`config.mk`:
```
export PLATFORM = sky130hd
export DESIGN_NAME = conv_frame_if
export DESIGN_NICKNAME = d
export VERILOG_FILES = /design/src/rtl/cfi_pkg.sv /design/src/rtl/cfi_sync.sv /design/src/rtl/cfi_tx_shift.sv /design/src/rtl/cfi_gap_mon.sv /design/src/rtl/conv_frame_if.sv
export SDC_FILE = /design/constraint.sdc
export NUM_CORES = 1
export LEC_CHECK = 0
export CORE_ASPECT_RATIO = 1.5
export CORE_MARGIN = 8
export CORE_UTILIZATION = 40
export DETAILED_ROUTE_END_ITERATION = 6
export PLACE_DENSITY_LB_ADDON = 0.25
export SLEW_MARGIN = 20
export SYNTH_ARGS = -nofsm -noshare
export SYNTH_HDL_FRONTEND = slang
export SYNTH_HIERARCHICAL = 1
export SYNTH_SLANG_ARGS = --single-unit
```
`constraint.sdc`:
```
create_clock -name clk -period 2.5 [get_ports clk]
set_input_delay 0.625 -clock clk [delete_from_list [all_inputs] [get_ports clk]]
set_output_delay 0.625 -clock clk [all_outputs]
set_load 0.005 [all_outputs]
```
`src/rtl/cfi_pkg.sv`:
```
package cfi_pkg;

    localparam int CTL_W = 12;

    typedef enum logic [1:0] {
        ST_IDLE  = 2'd0,
        ST_SHIFT = 2'd1,
        ST_DONE  = 2'd2
    } cfi_state_e;

    typedef struct packed {
        logic       seq;
        logic [2:0] addr;
        logic [1:0] pm;
        logic       shadow;
        logic       range_sel;
        logic       coding;
    } cfi_ctl_t;

    localparam logic [1:0] PM_NORMAL = 2'b11;

    localparam cfi_ctl_t CTL_RESET = '{seq: 1'b0, addr: 3'd0, pm: PM_NORMAL,
                                       shadow: 1'b0, range_sel: 1'b0, coding: 1'b0};

    // first received bit sits at index CTL_W-1
    function automatic logic ctl_write_bit(input logic [CTL_W-1:0] w);
        return w[11];
    endfunction

    function automatic cfi_ctl_t ctl_decode(input logic [CTL_W-1:0] w);
        cfi_ctl_t c;
        c.seq       = w[10];
        c.addr      = w[8:6];
        c.pm        = w[5:4];
        c.shadow    = w[3];
        c.range_sel = w[1];
        c.coding    = w[0];
        return c;
    endfunction

endpackage

```
`src/rtl/cfi_sync.sv`:
```
module cfi_sync #(
    parameter int             W       = 1,
    parameter int             STAGES  = 2,
    parameter logic [W-1:0]   RST_VAL = '0
) (
    input  logic         clk,
    input  logic         rst_n,
    input  logic [W-1:0] d,
    output logic [W-1:0] q
);
    logic [W-1:0] pipe [STAGES];

    always_ff @(posedge clk or negedge rst_n) begin
        if (!rst_n) begin
            pipe[0] <= RST_VAL;
        end else begin
            pipe[0] <= d;
        end
    end

    for (genvar s = 1; s < STAGES; s++) begin : g_stage
        always_ff @(posedge clk or negedge rst_n) begin
            if (!rst_n) begin
                pipe[s] <= RST_VAL;
            end else begin
                pipe[s] <= pipe[s-1];
            end
        end
    end

    assign q = pipe[STAGES-1];
endmodule

```
`src/rtl/cfi_tx_shift.sv`:
```
module cfi_tx_shift #(
    parameter int W = 16
) (
    input  logic         clk,
    input  logic         rst_n,
    input  logic         load,
    input  logic         shift,
    input  logic [W-1:0] par_in,
    output logic         ser_out
);
    logic [W-1:0] sreg_q;

    always_ff @(posedge clk or negedge rst_n) begin
        if (!rst_n) begin
            sreg_q <= '0;
        end else if (load) begin
            sreg_q <= par_in;
        end else if (shift) begin
            sreg_q <= {sreg_q[W-2:0], 1'b0};
        end
    end

    assign ser_out = sreg_q[W-1];
endmodule

```
`src/rtl/cfi_gap_mon.sv`:
```
module cfi_gap_mon #(
    parameter int GAP_W = 16
) (
    input  logic             clk,
    input  logic             rst_n,
    input  logic             start,
    input  logic [GAP_W-1:0] min_gap,
    output logic             err
);
    localparam logic [GAP_W-1:0] CNT_MAX = '1;

    logic [GAP_W-1:0] since_q;
    logic             seen_q;
    logic             err_q;

    always_ff @(posedge clk or negedge rst_n) begin
        if (!rst_n) begin
            since_q <= '0;
            seen_q  <= 1'b0;
            err_q   <= 1'b0;
        end else begin
            if (start) begin
                since_q <= GAP_W'(1);
                seen_q  <= 1'b1;
                if (seen_q && (since_q < min_gap)) begin
                    err_q <= 1'b1;
                end
            end else if (since_q != CNT_MAX) begin
                since_q <= since_q + GAP_W'(1);
            end
        end
    end

    assign err = err_q;
endmodule

```
`src/rtl/conv_frame_if.sv`:
```
module conv_frame_if
    import cfi_pkg::*;
#(
    parameter int FRAME_BITS  = 16,
    parameter int RES_W       = 12,
    parameter int CH_W        = 3,
    parameter int TRACK_EDGE  = 14,
    parameter int GAP_W       = 16,
    parameter int SYNC_STAGES = 2
) (
    input  logic              clk,
    input  logic              rst_n,
    input  logic              cs_n,
    input  logic              sclk,
    input  logic              din,
    input  logic [RES_W-1:0]  sample_data,
    input  logic [CH_W-1:0]   sample_chan,
    input  logic [GAP_W-1:0]  min_gap,
    output logic              dout,
    output logic              dout_oe,
    output logic              hold,
    output logic              ctl_seq,
    output logic [2:0]        ctl_addr,
    output logic [1:0]        ctl_pm,
    output logic              ctl_shadow,
    output logic              ctl_range,
    output logic              ctl_coding,
    output logic [FRAME_BITS-1:0] shadow_word,
    output logic              shadow_pending,
    output logic              frame_done,
    output logic              spacing_err
);
    localparam int CNT_W = $clog2(FRAME_BITS + 1);
    localparam logic [CNT_W-1:0] LAST_BIT  = CNT_W'(FRAME_BITS - 1);
    localparam logic [CNT_W-1:0] CNT_FULL  = CNT_W'(FRAME_BITS);
    localparam logic [CNT_W-1:0] TRACK_IDX = CNT_W'(TRACK_EDGE - 1);

    // ---------------- input synchronisation and edge detection
    logic [2:0] pins_s;
    logic       cs_s, sclk_s, din_s;
    logic       cs_prev_q, sclk_prev_q;

    cfi_sync #(.W(3), .STAGES(SYNC_STAGES), .RST_VAL(3'b110)) u_sync (
        .clk   (clk),
        .rst_n (rst_n),
        .d     ({cs_n, sclk, din}),
        .q     (pins_s)
    );

    assign {cs_s, sclk_s, din_s} = pins_s;

    always_ff @(posedge clk or negedge rst_n) begin
        if (!rst_n) begin
            cs_prev_q   <= 1'b1;
            sclk_prev_q <= 1'b1;
        end else begin
            cs_prev_q   <= cs_s;
            sclk_prev_q <= sclk_s;
        end
    end

    logic cs_fall, cs_rise, sclk_rise, sclk_fall;
    assign cs_fall   =  cs_prev_q   & ~cs_s;
    assign cs_rise   = ~cs_prev_q   &  cs_s;
    assign sclk_rise = ~sclk_prev_q &  sclk_s;
    assign sclk_fall =  sclk_prev_q & ~sclk_s;

    // ---------------- frame state machine
    cfi_state_e state_q, state_d;
    logic [CNT_W-1:0] rise_cnt_q, fall_cnt_q;

    logic frame_start, commit_ok;
    assign frame_start = (state_q == ST_IDLE) && cs_fall;
    assign commit_ok   = (state_q == ST_SHIFT) && sclk_rise && !cs_rise
                         && (rise_cnt_q == LAST_BIT);

    always_comb begin
        state_d = state_q;
        unique case (state_q)
            ST_IDLE:  if (cs_fall)   state_d = ST_SHIFT;
            ST_SHIFT: if (cs_rise)   state_d = ST_IDLE;
                      else if (commit_ok) state_d = ST_DONE;
            ST_DONE:  if (cs_rise)   state_d = ST_IDLE;
            default:                 state_d = ST_IDLE;
        endcase
    end

    always_ff @(posedge clk or negedge rst_n) begin
        if (!rst_n) begin
            state_q <= ST_IDLE;
        end else begin
            state_q <= state_d;
        end
    end

    // ---------------- frame outputs and registers
    logic [FRAME_BITS-1:0] rx_q;
    logic [FRAME_BITS-1:0] rx_word;
    logic [CTL_W-1:0]      ctl_word;
    cfi_ctl_t              ctl_q;
    logic [FRAME_BITS-1:0] shadow_q;
    logic                  pending_q;
    logic                  hold_q;
    logic                  done_q;

    assign rx_word  = {rx_q[FRAME_BITS-2:0], din_s};
    assign ctl_word = rx_word[FRAME_BITS-1 -: CTL_W];

    always_ff @(posedge clk or negedge rst_n) begin
        if (!rst_n) begin
            rise_cnt_q <= '0;
            fall_cnt_q <= '0;
            rx_q       <= '0;
            ctl_q      <= CTL_RESET;
            shadow_q   <= '0;
            pending_q  <= 1'b0;
            hold_q     <= 1'b0;
            done_q     <= 1'b0;
        end else begin
            done_q <= 1'b0;
            if (frame_start) begin
                rise_cnt_q <= '0;
                fall_cnt_q <= '0;
                rx_q       <= '0;
                hold_q     <= 1'b1;
            end else if (state_q != ST_IDLE) begin
                if (cs_rise) begin
                    hold_q <= 1'b0;
                end else begin
                    if (sclk_fall && (fall_cnt_q != CNT_FULL)) begin
                        fall_cnt_q <= fall_cnt_q + CNT_W'(1);
                        if (fall_cnt_q == TRACK_IDX) begin
                            hold_q <= 1'b0;
                        end
                    end
                    if (sclk_rise && (state_q == ST_SHIFT)) begin
                        rise_cnt_q <= rise_cnt_q + CNT_W'(1);
                        rx_q       <= rx_word;
                    end
                end
            end

            if (commit_ok) begin
                done_q <= 1'b1;
                if (pending_q) begin
                    shadow_q  <= rx_word;
                    pending_q <= 1'b0;
                end else if (ctl_write_bit(ctl_word)) begin
                    ctl_q     <= ctl_decode(ctl_word);
                    pending_q <= !ctl_decode(ctl_word).seq && ctl_decode(ctl_word).shadow;
                end
            end
        end
    end

    // ---------------- result serialiser
    logic tx_shift;
    assign tx_shift = (state_q != ST_IDLE) && !cs_rise && sclk_fall && (fall_cnt_q != '0);

    cfi_tx_shift #(.W(FRAME_BITS)) u_tx (
        .clk     (clk),
        .rst_n   (rst_n),
        .load    (frame_start),
        .shift   (tx_shift),
        .par_in  ({1'b0, sample_chan, sample_data}),
        .ser_out (dout)
    );

    // ---------------- frame spacing monitor
    cfi_gap_mon #(.GAP_W(GAP_W)) u_gap (
        .clk     (clk),
        .rst_n   (rst_n),
        .start   (frame_start),
        .min_gap (min_gap),
        .err     (spacing_err)
    );

    assign dout_oe        = (state_q != ST_IDLE);
    assign hold           = hold_q;
    assign ctl_seq        = ctl_q.seq;
    assign ctl_addr       = ctl_q.addr;
    assign ctl_pm         = ctl_q.pm;
    assign ctl_shadow     = ctl_q.shadow;
    assign ctl_range      = ctl_q.range_sel;
    assign ctl_coding     = ctl_q.coding;
    assign shadow_word    = shadow_q;
    assign shadow_pending = pending_q;
    assign frame_done     = done_q;
endmodule

```
# --- After elaboration in Yosys (flattened, before gate mapping) ---
# Cells that the tools add are included.
word_totals:
  inputBits: 36
  output_inout_bits: 31
  wordCells: 103
  reg_bits: 97
classes:
  mux: 29
  eq_ne: 10
  n_addsub: 3
  n_reduce_logical: 29
  bitwise: 9
  magnitude_cmp: 1
ops:
  columns: ["operator", "count"]
  rows:
  - ["two-way mux 16 bit", 4]
  - ["two-way mux 15 bit", 4]
  - ["two-way mux 5 bit", 8]
  - ["adder 16 x 1 -> 16 bit, second input constant", 1]
  - ["< comparator 16 bit", 1]
  - ["inequality test 16 bit, second input constant", 1]
  - ["AND reduction 3 bit", 5]
  - ["nonzero test 2 bit", 6]
  - ["adder 5 x 1 -> 5 bit, second input constant", 2]
  - ["== test 5 x 4 -> 1 bit, second input constant", 2]
  - ["logical AND 1 bit", 10]
  - ["two-way mux 1 bit", 8]
  - ["two-way mux 2 bit", 4]
  - ["one-hot mux 2 bit (3 select lines)", 1]
  - ["nonzero test 3 bit", 2]
  - ["inequality test 5 bit, second input constant", 1]
  - ["NOT 1 bit", 5]
  - ["nonzero test 5 bit", 1]
  - ["bitwise AND 1 bit", 4]
  - ["inequality test 2 bit, second input constant", 2]
  - ["AND reduction 2 bit", 2]
  - ["inequality test 3 bit, second input constant", 1]
  - ["== test 2 x 1 -> 1 bit, second input constant", 1]
  - ["== test 2 bit, second input constant", 1]
  - ["3 further kinds", 4]

# --- Logic depth before layout (Yosys ltp) ---
depth:
  depth_word: 8
  depth_mapped: 9

# --- Modules after synthesis ---
# Netlist, hierarchy kept.
by_module_without_submodules:
  columns: ["mod", "area_each_um2", "cells_per_inst", "n_inst", "seq_area_each_um2"]
  rows:
  - ["conv_frame_if", 2421.1, 171, 1, 1431.4]
  - ["cfi_gap_mon", 1281.2, 150, 1, 450.4]
  - ["cfi_tx_shift", 742.0, 69, 1, 400.4]
  - ["cfi_sync", 177.7, 9, 1, 155.1]

# --- Worst setup path before layout ---
# Ideal clock, no wire load.
synth_path:
  path_kind: "register -> register"
  start: "register rise_cnt_q[0]"
  end: "register shadow_q[10] (netlist: shadow_word[10])"
  t_arrival_ns: 1.889
  setup_time_ns: 0.125
  setup_slack_ns: 0.485
  stages_incl_launch_ff: 10
  path_buffers: 1
  path_cell_list: "dfrtp_1 -> ha_1 -> and3_1 -> ha_1 -> and4bb_1 -> nand3_2 -> clkinv_2 -> nand2_4 -> buf_6 -> mux2_4"
synth_via:
  elab_chain_cells: 3
synth_rtl:
  columns: ["item", "line_no", "rtl"]
  rows:
  - ["start: declaration", "conv_frame_if.sv:70", "logic [CNT_W-1:0] rise_cnt_q, fall_cnt_q;"]
  - ["start signal: assignment", "conv_frame_if.sv:137", "rise_cnt_q <= rise_cnt_q + CNT_W'(1);"]
  - ["== test 5 x 4 -> 1 bit", "conv_frame_if.sv:75", "&& (rise_cnt_q == LAST_BIT);"]
  - ["logical AND 1 bit", "conv_frame_if.sv:75", null]
  - ["net commit_ok", "conv_frame_if.sv:72", "logic frame_start, commit_ok;"]
  - ["AND reduction 2 bit (no line)", null, null]
  - ["end signal: assignment", "conv_frame_if.sv:146", "shadow_q <= rx_word;"]
  - ["end: declaration", "conv_frame_if.sv:101", "logic [FRAME_BITS-1:0] shadow_q;"]
# The timed path passes the listed nets, and every way through them passes these cells.
# A chain may end at the register's enable or synchronous reset.

# --- Worst setup path after layout ---
layout_path:
  start: "register state_q[0]"
  end: "output port dout_oe"
layout_via:
  elab_chain_cells: 1
layout_rtl:
  columns: ["item", "line_no", "rtl"]
  rows:
  - ["start: declaration", "conv_frame_if.sv:69", "cfi_state_e state_q, state_d;"]
  - ["start signal: assignment", "conv_frame_if.sv:92", "state_q <= state_d;"]
  - ["nonzero test 2 bit", "conv_frame_if.sv:178", "assign dout_oe = (state_q != ST_IDLE);"]
  - ["end: declaration", "conv_frame_if.sv:20", "output logic dout_oe,"]
# No other way between the ends.

==> metrics.md <==
| Metric | Value |
|---|---|
| WP data arrival | `1.60 ns` |
| Ys async rst share | `100.0%` |
| Critical path endpoint category | `primary output` |
| Initial drt markers | `115` |
| Fin nets | `528` |
| Post-synth EDFFs | `0` |
| Final setup TNS | `0 ns` |
| Yosys top cell area share | `48.19%` |
| Setup bufs post-CTS | `0` |
| Reg-to-reg slack, setup | `0.32 ns` |
| Worst EP required | `1.88 ns` |
| Port bufs | `66` |
| Die H | `147.7 um` |
| GP Congestion | `0.7754` |
| Post-route setup slack | `0.2711 ns` |
| Largest net degree at the start of global routing | `53` |
| Worst r2r src | `rise_cnt_q[0]` |
| P_leak | `2.670 nW` |
| Top delay family on crit path | `buffers and inverters` |
| Initial antenna violation count | `0` |
| Final ANT Viol Nets | `0` |
| Via count | `3241` |
| Top FF cell, synth | `dfrtp_1` |
| DR pass1 iterations | `4` |
| Total power | `3.813 mW` |
| GR Overflow Total | `0` |
| Skew-Pair Late Insertion Delay | `0.33 ns` |
| Max FO, Critical Path | `8` |
| Synth Warn # | `6` |
| Post-synthesis cell area | `4622 um2` |
| Dominant cell type by area after synthesis | `dfrtp_1` |
| Die Wd | `103.8 um` |
| Buf+Inv Stages, Crit Path | `2` |
| Final Hold Viols | `0` |
| Reg2reg end | `shadow_word[1]` |
| Starting Density | `40.50%` |
| Antenna cell count | `0` |
| Synth cell types | `57` |
| Fin util | `50.41%` |
| Place WS | `0.2652 ns` |
| Max Cap Viol | `0` |
| Status | `completed` |
| Area grow syn2layout | `24.45%` |
| CTS clk-pin slew, worst paths | `0.07 ns` |
| Total GRT Usage | `12.79%` |
| Cells on worst reg2reg path | `8` |
| Register area share after synthesis | `52.73%` |
| Worst Clk Skew | `0.009139 ns` |
| Max Buffers Root-to-Sink | `2` |
| Slew Viols, Final | `0` |
| Cell row count | `48` |
| Total core area | `11410 um2` |
| Relative slew slack | `49.37%` |
| Finish-stage setup viols | `0` |
| First-pass GRT wire length | `16220 um` |
| CTS tree | `done` |
| Critical Path Start Type | `flip-flop` |
| Tcrit/Tclk final | `89.16%` |
| Total CTS buffers | `9` |
| CP Cell Sequence | `nor2_2, inv_1, clkdlybuf4s50_1` |
| Measured slew at the worst slew-check pin | `0.7589 ns` |
| RSZ-0062 raised after global routing | `false` |
| Most instantiated library cell after synthesis | `dfrtp_1` |
| Number of global-route vias before repair | `3461` |
| Synth cell count leaders | `89 x dfrtp_1, 38 x nand2_1, 28 x inv_1, 22 x mux2i_1, 21 x ha_1` |
| FMAX | `448.7 MHz` |
| Mapped Cells | `399` |
| Total wire length | `9424 um` |
| Hpwl dp | `6722 um` |
| Routed vias/inst | `5.177` |
| Clk root buf | `clkbuf_16` |
| DRC violations left | `0` |
| Share of cells above drive strength 1 | `15.76%` |
| PD cells | `662.8 nW/um2` |
| WS Path Type | `reg2out` |
| Synth Register Bits | `97` |
| DP Cell Count | `610` |
| Die area | `15320 um2` |
| Min cycle time layout | `2.229 ns` |
| Post-route insts no fill | `626` |
| Clock sink count | `97` |
| Worst hold path class | `in2async` |
| Synth area leaders | `dfrtp_1 48%, ha_1 5.7%, mux2i_1 4.8%` |
| H-Tree Depth | `3` |
| Slowest CP cell | `dfrtp_1` |
| Syn_nets | `456` |
| Io pins | `67` |
| Peak supply drop | `0.4232 mV` |
| Syn avg cell area | `11.58 um2` |
| CP max stage delay | `0.46 ns` |
| Routed len/inst | `15.05 um` |
==> flip-flops by register name, summed over array words and instances, names as in the netlist, 2 cells and up <==
name / flops
u_sync/q: 3
ctl_addr: 3
shadow_word: 16
ctl_pm: 2
fall_cnt_q: 5
state_q: 2
rise_cnt_q: 5
u_gap/since_q: 16
u_tx/sreg_q: 16
u_sync/pipe: 3
rx_q: 15
==> timing repair <==
action / CTS / global route
hold endpoints to repair: 0 / 0
gates resized for setup: 0 / 1
hold buffers: 0 / 0
setup endpoints to repair: 0 / 1
==> per-layer routing <==
layer,share of wire [%],global-route usage [%],vias to the layer above
met5,0,0,-
met1,42,13.89,1618
li1,-,-,1554
met2,52,23.05,58
met4,1.9,5.600,0
met3,4.0,3.094,11
==> cell families (layout without fill, tap and decap cells) <==
group,count (synthesis),after routing,synth area share [%]
xor gates and xnor gates,1,1,0.1895
and+or+nand+nor,111,111,13.62
other,1,1,0.08113
DFF,97,97,52.73
AOI/OAI and AO/OA,74,74,10.56
buffers and inverters,44,121,4.737
muxes,50,50,12.40
adders and majority gates,21,21,5.685
==> placed cells by master (no fill, tap or decap), types with 8 or more instances in the layout <==
cell type / instances
o21ai_0: 14
o21ai_1: 9
inv_1: 28
mux2_4: 10
mux2i_1: 22
dfrtp_1: 89
dfstp_2: 8
buf_4: 10
nand2_1: 38
nor2_1: 14
nand4_1: 8
nor3_1: 8
mux2_2: 18
a22o_1: 16
ha_1: 21
a21oi_1: 14
clkbuf_16: 9
clkdlybuf4s50_1: 65
==> worst max-delay path by stage <==
stage                   from              end  slack, ns  depth (start not counted)
4_1_cts           state_q[0]          dout_oe       0.13                          3
3_3_place_gp      min_gap[5]        u_gap/err       0.30                          7
2_1_floorplan  rise_cnt_q[0]  shadow_word[10]       0.49                          9
3_5_place_dp      min_gap[2]        u_gap/err       0.27                          7
6_report          state_q[0]          dout_oe       0.27                          3
5_1_grt           state_q[0]          dout_oe       0.15                          3
==> worst register-to-register path: stages, from the launching register on <==
cell and delay (ns):
dfrtp_1 0.40, ha_1 0.21, and3_1 0.18, ha_1 0.18, and4bb_1 0.21, nand3_2 0.11, clkinv_2 0.12, nand2_4 0.28
mux2_2 0.39
==> metrics by stage <==
stage | cell area [um2] | hold WS, ns
after global placement | 5446 | 0.3356
after CTS | 5749 | 0.1763
after floorplan | 4622 | 0.3294
final | 5752 | 0.1790
after detailed placement | 5446 | 0.3492
after global routing | 5752 | 0.1857
==> where the power goes <==
| part | total, mW | switching [mW] | internal [mW] |
|---|---|---|---|
| sequential | 1.88 | 0.138 | 1.74 |
| clock | 1.38 | 0.595 | 0.786 |
| combinational | 0.556 | 0.279 | 0.277 |
==> layout make-up <==
class                      count  area [um2]
clock buffer                   9       225.2
timing repair buffer          76       745.7
clock inverter                 7       77.57
sequential                    97        2437
multi-input combinational    258        1968
tap                          150       187.7
fill                        1046        5659
inverter                      29       110.1
Power figures use the tool's default switching activity.
